File: config.mk
export PLATFORM = sky130hd
export DESIGN_NAME = bank_end_accum
export DESIGN_NICKNAME = d
export VERILOG_FILES = /design/src/rtl/bea_pkg.sv /design/src/rtl/bea_rst_sync.sv /design/src/rtl/bea_bank_step.sv /design/src/rtl/bea_cfg_merge.sv /design/src/rtl/bea_top_scan.sv /design/src/rtl/bank_end_accum.sv
export SDC_FILE = /design/constraint.sdc
export NUM_CORES = 1
export LEC_CHECK = 0
export CORE_UTILIZATION = 40
export CTS_CLUSTER_DIAMETER = 80
export DETAILED_ROUTE_END_ITERATION = 6
export PLACE_DENSITY = 0.7
export SETUP_SLACK_MARGIN = 0.15
export SLEW_MARGIN = 10
export SYNTH_ARGS = -nofsm -noshare
export SYNTH_HDL_FRONTEND = slang
export SYNTH_SLANG_ARGS = --single-unit
File: constraint.sdc
create_clock -name clk -period 3.4 [get_ports clk]
set_input_delay 0.68 -clock clk [delete_from_list [all_inputs] [get_ports clk]]
set_output_delay 0.68 -clock clk [all_outputs]
set_load 0.01 [all_outputs]
File: src/rtl/bea_pkg.sv
package bea_pkg;

  typedef enum logic [0:0] {
    ST_IDLE = 1'b0,
    ST_WALK = 1'b1
  } walk_st_e;

endpackage

File: src/rtl/bea_rst_sync.sv
module bea_rst_sync #(
  parameter int STAGES = 2
) (
  input  logic clk,
  input  logic rst_n,
  output logic rst_q
);

  logic [STAGES-1:0] sync_q;

  always_ff @(posedge clk or negedge rst_n) begin
    if (!rst_n) begin
      sync_q <= '0;
    end else begin
      sync_q <= {sync_q[STAGES-2:0], 1'b1};
    end
  end

  assign rst_q = sync_q[STAGES-1];

endmodule

File: src/rtl/bea_bank_step.sv
module bea_bank_step #(
  parameter int SIZE_W = 8
) (
  input  logic [SIZE_W-1:0] size_i,
  input  logic [SIZE_W-2:0] run_i,
  output logic [SIZE_W-1:0] byte_o,
  output logic [SIZE_W-2:0] run_o
);

  localparam int SUM_W = SIZE_W + 1;

  logic [SUM_W-1:0]  sum;
  logic              empty;
  logic              sat;
  logic [SIZE_W-2:0] clipped;

  always_comb begin
    sum     = {1'b0, size_i} + {2'b00, run_i};
    empty   = (size_i == '0);
    sat     = sum[SUM_W-1] | sum[SUM_W-2];
    clipped = sat ? '1 : sum[SIZE_W-2:0];
    if (empty) begin
      byte_o = '0;
      run_o  = run_i;
    end else begin
      byte_o = {1'b1, clipped};
      run_o  = clipped;
    end
  end


  always_comb begin
    run_mono_chk: assert (run_o >= run_i);
  end

endmodule

File: src/rtl/bea_cfg_merge.sv
module bea_cfg_merge #(
  parameter int NUM_BANKS = 4,
  parameter int CFG_W     = 4,
  parameter int IDX_W     = 2
) (
  input  logic [NUM_BANKS*CFG_W-1:0] word_i,
  input  logic [NUM_BANKS*CFG_W-1:0] code_i,
  input  logic [IDX_W-1:0]           idx_i,
  output logic [NUM_BANKS*CFG_W-1:0] word_o
);

  for (genvar g = 0; g < NUM_BANKS; g++) begin : g_nib
    assign word_o[g*CFG_W +: CFG_W] = (idx_i == IDX_W'(g)) ?
                                      code_i[g*CFG_W +: CFG_W] :
                                      word_i[g*CFG_W +: CFG_W];
  end

endmodule

File: src/rtl/bea_top_scan.sv
module bea_top_scan #(
  parameter int NUM_BANKS = 4,
  parameter int SIZE_W    = 8
) (
  input  logic [NUM_BANKS*SIZE_W-1:0] word_i,
  output logic [SIZE_W-2:0]           top_o
);

  logic [SIZE_W-2:0] pick [NUM_BANKS+1];

  assign pick[0] = '0;

  for (genvar g = 0; g < NUM_BANKS; g++) begin : g_scan
    assign pick[g+1] = word_i[g*SIZE_W + SIZE_W-1] ?
                       word_i[g*SIZE_W +: SIZE_W-1] : pick[g];
  end

  assign top_o = pick[NUM_BANKS];

endmodule

File: src/rtl/bank_end_accum.sv
module bank_end_accum
  import bea_pkg::*;
#(
  parameter int NUM_BANKS  = 4,
  parameter int SIZE_W     = 8,
  parameter int CFG_W      = 4,
  parameter int COUNT_W    = 32,
  parameter int UNIT_SHIFT = 22,
  parameter logic [NUM_BANKS*CFG_W-1:0] CFG_INIT = 16'hBBBB
) (
  input  logic                          clk,
  input  logic                          rst_n,
  input  logic                          start_i,
  input  logic [NUM_BANKS*SIZE_W-1:0]   size_i,
  input  logic [NUM_BANKS*CFG_W-1:0]    cfg_i,
  output logic [NUM_BANKS*SIZE_W-1:0]   end_addr_o,
  output logic [NUM_BANKS*CFG_W-1:0]    cfg_word_o,
  output logic [COUNT_W-1:0]            total_bytes_o,
  output logic                          busy_o,
  output logic                          done_o
);

  localparam int END_W = NUM_BANKS * SIZE_W;
  localparam int CW_W  = NUM_BANKS * CFG_W;
  localparam int IDX_W = (NUM_BANKS > 1) ? $clog2(NUM_BANKS) : 1;
  localparam logic [IDX_W-1:0] LAST = IDX_W'(NUM_BANKS - 1);

  logic              rst_q;
  walk_st_e          st_q, st_d;
  logic [IDX_W-1:0]  idx_q, idx_d;
  logic [SIZE_W-2:0] run_q, run_d;
  logic [END_W-1:0]  end_q, end_d, end_walk;
  logic [CW_W-1:0]   code_q, code_d;
  logic [CW_W-1:0]   cfg_q, cfg_d, cfg_walk;
  logic [COUNT_W-1:0] total_q, total_d;
  logic              done_q, done_d;

  logic              load_en, walk_en, fin_en;
  logic [SIZE_W-1:0] bytes [NUM_BANKS];
  logic [SIZE_W-1:0] cur_size;
  logic [SIZE_W-1:0] step_byte;
  logic [SIZE_W-2:0] step_run;
  logic [SIZE_W-2:0] scan_top;

  bea_rst_sync #(.STAGES(2)) u_rst (
    .clk   (clk),
    .rst_n (rst_n),
    .rst_q (rst_q)
  );

  for (genvar g = 0; g < NUM_BANKS; g++) begin : g_bytes
    assign bytes[g] = end_q[g*SIZE_W +: SIZE_W];
    assign end_walk[g*SIZE_W +: SIZE_W] = (idx_q == IDX_W'(g)) ? step_byte : bytes[g];
  end

  assign cur_size = bytes[idx_q];

  bea_bank_step #(.SIZE_W(SIZE_W)) u_step (
    .size_i (cur_size),
    .run_i  (run_q),
    .byte_o (step_byte),
    .run_o  (step_run)
  );

  bea_cfg_merge #(.NUM_BANKS(NUM_BANKS), .CFG_W(CFG_W), .IDX_W(IDX_W)) u_cfg (
    .word_i (cfg_q),
    .code_i (code_q),
    .idx_i  (idx_q),
    .word_o (cfg_walk)
  );

  bea_top_scan #(.NUM_BANKS(NUM_BANKS), .SIZE_W(SIZE_W)) u_scan (
    .word_i (end_walk),
    .top_o  (scan_top)
  );

  assign load_en = (st_q == ST_IDLE) && start_i;
  assign walk_en = (st_q == ST_WALK);
  assign fin_en  = walk_en && (idx_q == LAST);

  always_comb begin
    st_d    = st_q;
    idx_d   = idx_q;
    run_d   = run_q;
    end_d   = end_q;
    code_d  = code_q;
    cfg_d   = cfg_q;
    total_d = total_q;
    done_d  = 1'b0;
    if (load_en) begin
      st_d   = ST_WALK;
      idx_d  = '0;
      run_d  = '0;
      end_d  = size_i;
      code_d = cfg_i;
    end else if (walk_en) begin
      end_d = end_walk;
      run_d = step_run;
      cfg_d = cfg_walk;
      if (fin_en) begin
        st_d    = ST_IDLE;
        done_d  = 1'b1;
        total_d = COUNT_W'(scan_top) << UNIT_SHIFT;
      end else begin
        idx_d = idx_q + 1'b1;
      end
    end
  end

  always_ff @(posedge clk or negedge rst_q) begin
    if (!rst_q) begin
      st_q    <= ST_IDLE;
      idx_q   <= '0;
      run_q   <= '0;
      end_q   <= '0;
      code_q  <= '0;
      cfg_q   <= CFG_INIT;
      total_q <= '0;
      done_q  <= 1'b0;
    end else begin
      done_q <= done_d;
      if (load_en || walk_en) begin
        st_q  <= st_d;
        idx_q <= idx_d;
        run_q <= run_d;
        end_q <= end_d;
      end
      if (load_en) begin
        code_q <= code_d;
      end
      if (walk_en) begin
        cfg_q <= cfg_d;
      end
      if (fin_en) begin
        total_q <= total_d;
      end
    end
  end

  assign end_addr_o    = end_q;
  assign cfg_word_o    = cfg_q;
  assign total_bytes_o = total_q;
  assign busy_o        = (st_q == ST_WALK);
  assign done_o        = done_q;


  done_pulse_chk: assert property (@(posedge clk) disable iff (!rst_q)
    done_q |=> !done_q);


  walk_len_chk: assert property (@(posedge clk) disable iff (!rst_q)
    (walk_en && idx_q != LAST) |=> (st_q == ST_WALK));


  empty_bank_chk: assert property (@(posedge clk) disable iff (!rst_q)
    (walk_en && cur_size == '0) |=> (bytes[$past(idx_q)] == '0 && run_q == $past(run_q)));


  valid_flag_chk: assert property (@(posedge clk) disable iff (!rst_q)
    (walk_en && cur_size != '0) |=> bytes[$past(idx_q)][SIZE_W-1]);


  run_grow_chk: assert property (@(posedge clk) disable iff (!rst_q)
    walk_en |=> (run_q >= $past(run_q)));


  cfg_keep_chk: assert property (@(posedge clk) disable iff (!rst_q)
    (walk_en && idx_q == '0) |=> (cfg_q[CW_W-1:CFG_W] == $past(cfg_q[CW_W-1:CFG_W])));


  total_hold_chk: assert property (@(posedge clk) disable iff (!rst_q)
    !done_q |-> $stable(total_q));


  restart_ign_chk: assert property (@(posedge clk) disable iff (!rst_q)
    (walk_en && start_i && idx_q != LAST) |=> (idx_q == $past(idx_q) + 1'b1));

endmodule

==> impl_summary.md, run 1 <==
Setup path
In this run the worst path has a maximum fanout of 9. The depth of the worst register-to-register path is 10. By startpoint and endpoint, the worst setup path is classified as reg -> reg. Across all register-to-register paths, the minimum setup slack is 260 ps. The maximum cell stage delay along the critical path is 510 ps. The worst register-to-register path ends at end_addr_o[16]. STA classifies the critical path startpoint as a register.

The worst setup path is captured at a register. The worst endpoint data arrival time is 3380 ps. In this run the critical register-to-register path is launched from end_addr_o[16]. Among all stages on the critical path, the largest delay is contributed by mux4_2. The dominant cell type by count on the critical path is a31oi_1. The required time at the endpoint of the critical path is 3630 ps. The sum of buffers and inverters on the critical path is 1. Traced cell by cell, the critical path runs through mux4_2, ha_1, fa_1, a21o_1, a311o_1, a21oi_1, a31oi_1, buf_4, o21ai_1, a31oi_1.

In this design, the largest share of critical-path delay is due to compound AO/OA/AOI/OAI gates.

Floorplan
The initialized floorplan defines 37 standard-cell rows. The region available for standard cell placement spans 10,420 sq um. The full die area is 11,260 sq um. The floorplan step set the die height to 106.1 microns.

The initial cell density of the core is 41.63%. Measured along the x axis, the die boundary spans 106.1 microns. The number of I/O pins is 133.

STA
The count of pins over their slew limit was 0. Setup repair after global routing could not meet its margin everywhere. The achievable clock frequency is 318.4 MHz.

The relative slew slack is 29.27%. The number of hold violations in the final report is 0. The setup clock skew after layout is 9.940 ps. Setup violations remaining at the end of the flow were counted as 0.

The slew of the pin with the lowest slew margin is 1061 ps. The final critical delay including setup and external delays is 3141 ps. Setup total negative slack on the finished layout was measured at 0 ps.

The final critical path takes up 92.38% of the cycle.

Power and ir drop
The leakage power figure is 2.381 nW. The worst-case IR drop observed on VDD is 409.1 uV. The overall power consumption is 6.177 mW. The ratio of total power to cell area is 1074 nW/um^2.

Yosys
The share of flip-flops with an asynchronous set or reset after synthesis is 100.0%. The share of synthesized area in the top cell type comes to 41.55%. The most used flip-flop cell after synthesis is dfrtp_1. The number of synthesized register bits is 84. The post-synthesis cell area is 4337 sq um. Yosys instantiated no cell more often than nand2_1.

Summing the sequential cell areas from Yosys gives 48.82% of the chip area. A synthesized cell averages 9.637 sq um. By count the netlist is led by 88 x nand2_1, 72 x dfrtp_1, 25 x buf_4. Yosys mapped the design onto 50 distinct sky130hd cell types. Yosys printed 0 warnings. The cell count after synthesis is 450. Of all cell types, the one taking the most synthesized area is dfrtp_1. In this run, synthesis inferred 0 flip-flops with an integrated enable. After synthesis, the cell types taking the most area are dfrtp_1 42%, nand2_1 7.6%, dfstp_2 7.3%.

Clocking
The number of hold buffers added after CTS is 0. CTS built an H-tree with a depth of 3. The insertion delay to the later sink of the worst-skew pair is 370 ps. TritonCTS built the clock tree. The clock tree buffer depth is 2. The cell at the root of the clock tree is clkbuf_8.

The clock net in this run drives a total of 84 sinks. Clock-pin slew was measured on the worst setup and hold paths at 90 ps. Counting the buffers created by CTS gives 9.

Route
The routed layout has 4,044 vias. The detail route stage leaves a number of antenna-violating nets equal to 0. Dividing the detail-routed wire length by the instance count gives 19.39 microns.

The via-per-instance ratio is 5.744. In this run, the number of DRC markers left after iteration 0 of detailed routing was 294. The first-pass iteration count of the detailed router is 5. The final layout contains routed wiring with a total length of 13.65 mm. The DRC violation count after routing is 0.

Global route
The total global routing overflow is 0. The number of global-route vias before repair is 4,082. The maximum number of pins on one net before global-route repair is 83.

The initial antenna violation count is 0. The wire length of the first global-routing pass is 21.60 mm. The global router's overall resource usage is 25.31%.

Placement
The placer's final routability congestion estimate is 0.8978. The number of port buffers is 107. After legalization and detailed placement, the total HPWL measured 9.753 mm.

Layout
At the end of the flow, the number of nets in the layout was 626. The area added between synthesis and finish is 32.66%. The sequential cell area is 2122 sq um.

The number of fillers in the final layout is 969. The area used by multi-input combinational logic is 2011 sq um. In the final layout, the share of cells above drive strength 1 is 13.91%. Measured on the finished design, the core utilization comes to 55.23%. The number of antenna repair diodes is 0.

Worst hold path
The worst hold path begins at u_rst.sync_q[0]. Along the worst hold path, the cell count comes to 0. The min-delay analysis places its worst path in the category reg -> reg. The path with the worst hold slack has its endpoint at u_rst.sync_q[1].

Outcome
The flow ran to the end, and the final reports show no timing, DRC or antenna violations.

Flow run
The reported max-cap violation count is 0.
## placed cells by master, fill, tap and decap left out, types with 2 or more instances in the layout
| cell type | count |
|---|---|
| clkdlybuf4s50_1 | 107 |
| nand2_1 | 88 |
| dfrtp_1 | 70 |
| conb_1 | 26 |
| o22ai_1 | 24 |
| a31oi_1 | 23 |
| o21ai_0 | 21 |
| nor2_1 | 21 |
| a21oi_1 | 20 |
| buf_4 | 20 |
| nand3_1 | 14 |
| dfstp_2 | 12 |
| ha_1 | 11 |
| clkbuf_8 | 10 |
| inv_1 | 9 |
| mux4_2 | 8 |
| mux2_2 | 8 |
| a22oi_1 | 8 |
| nor2b_1 | 5 |
| o21ai_1 | 5 |
| a211oi_1 | 4 |
| o21ai_2 | 4 |
| inv_6 | 3 |
| a21o_1 | 2 |
| nor3_1 | 2 |
| xor2_1 | 2 |
| or4_4 | 2 |
| o32ai_1 | 2 |
| xnor2_1 | 2 |
| o31ai_1 | 2 |
| a311oi_1 | 2 |
| nand4_1 | 2 |
| a41oi_1 | 2 |
| o211ai_1 | 2 |
| clkinvlp_4 | 2 |
## layer usage
metal | vias up | wire length [microns] | GRT usage, %
met4 | 0 | 325 | 10.62
met3 | 29 | 1222 | 6.315
met2 | 247 | 6530 | 39.29
li1 | 1801 | - | -
met1 | 1967 | 5573 | 33.69
met5 | - | 0 | 0
## worst max path at each step
stage | start | to | slack, ps | depth (start not counted)
final | end_addr_o[16] | end_addr_o[16] | 260 | 10
after global placement | idx_q[0] | end_addr_o[0] | 300 | 10
after CTS | idx_q[0] | total_bytes_o[26] | 200 | 10
after global routing | idx_q[0] | end_addr_o[24] | 120 | 10
after floorplan | idx_q[0] | end_addr_o[4] | 250 | 11
after detailed placement | idx_q[0] | total_bytes_o[26] | 170 | 10
## sequential cells by signal, indices dropped and copies added, names as in the netlist
signal,flops
idx_q,2
code_q,16
busy_o,1
done_o,1
run_q,7
total_bytes_o,7
cfg_word_o,16
end_addr_o,32
u_rst.sync_q,2
## final cells by class
type	count	share of cell area, %
Clock buffer	10	2.392
Clock inverter	6	0.8047
Sequential cell	84	36.89
Inverter	9	0.5872
Tap cell	136	2.958
Multi-Input combinational cell	331	34.95
Timing Repair Buffer	128	21.42
## timing repair
| item | in CTS | in global routing |
|---|---|---|
| buffers inserted | 0 | 1 |
| resized for setup | 1 | 6 |
| hold endpoints to repair | 0 | 0 |
| setup endpoints to repair | 1 | 25 |
## cell families after synthesis
group | Yosys count | synth area share (%)
xor+xnor | 4 | 0.8080
mux | 16 | 6.232
other cells | 2 | 0.1732
compound gates | 130 | 18.73
flops | 84 | 48.82
simple gates | 143 | 14.11
buf+inv | 59 | 7.501
fa+ha+maj | 12 | 3.635
## stage by stage
step                cell area [sq um]  setup slack (ps)  hold WS (ps)  std cells
finish                           5753             259.1         360.3        704
global route                     5753             117.9         371.7        704
CTS                              5720             198.4         365.3        703
detailed placement               5535             175.0         337.8        687
global placement                 5535             298.4         341.5        687
floorplan                        4427             250.6         331.2        474
## where the power goes
| part | internal, mW | total [mW] | switching [mW] | leakage, nW |
|---|---|---|---|---|
| combinational | 1.61 | 3.63 | 2.02 | 1.37 |
| sequential | 1.47 | 1.86 | 0.384 | 0.921 |
| clock | 0.292 | 0.689 | 0.397 | 0.0897 |
No activity file was read; power rests on OpenSTA's default activity.
==> run 2, diff against run 1 <==
--- a/config.mk
+++ b/config.mk
@@ -5,6 +5,7 @@
 export SDC_FILE = /design/constraint.sdc
 export NUM_CORES = 1
 export LEC_CHECK = 0
+export CAP_MARGIN = 10
 export CORE_UTILIZATION = 40
 export CTS_CLUSTER_DIAMETER = 80
 export DETAILED_ROUTE_END_ITERATION = 6
==> results of run 2 <==
Final layout, timing and power as in run 1 (identical DEF).
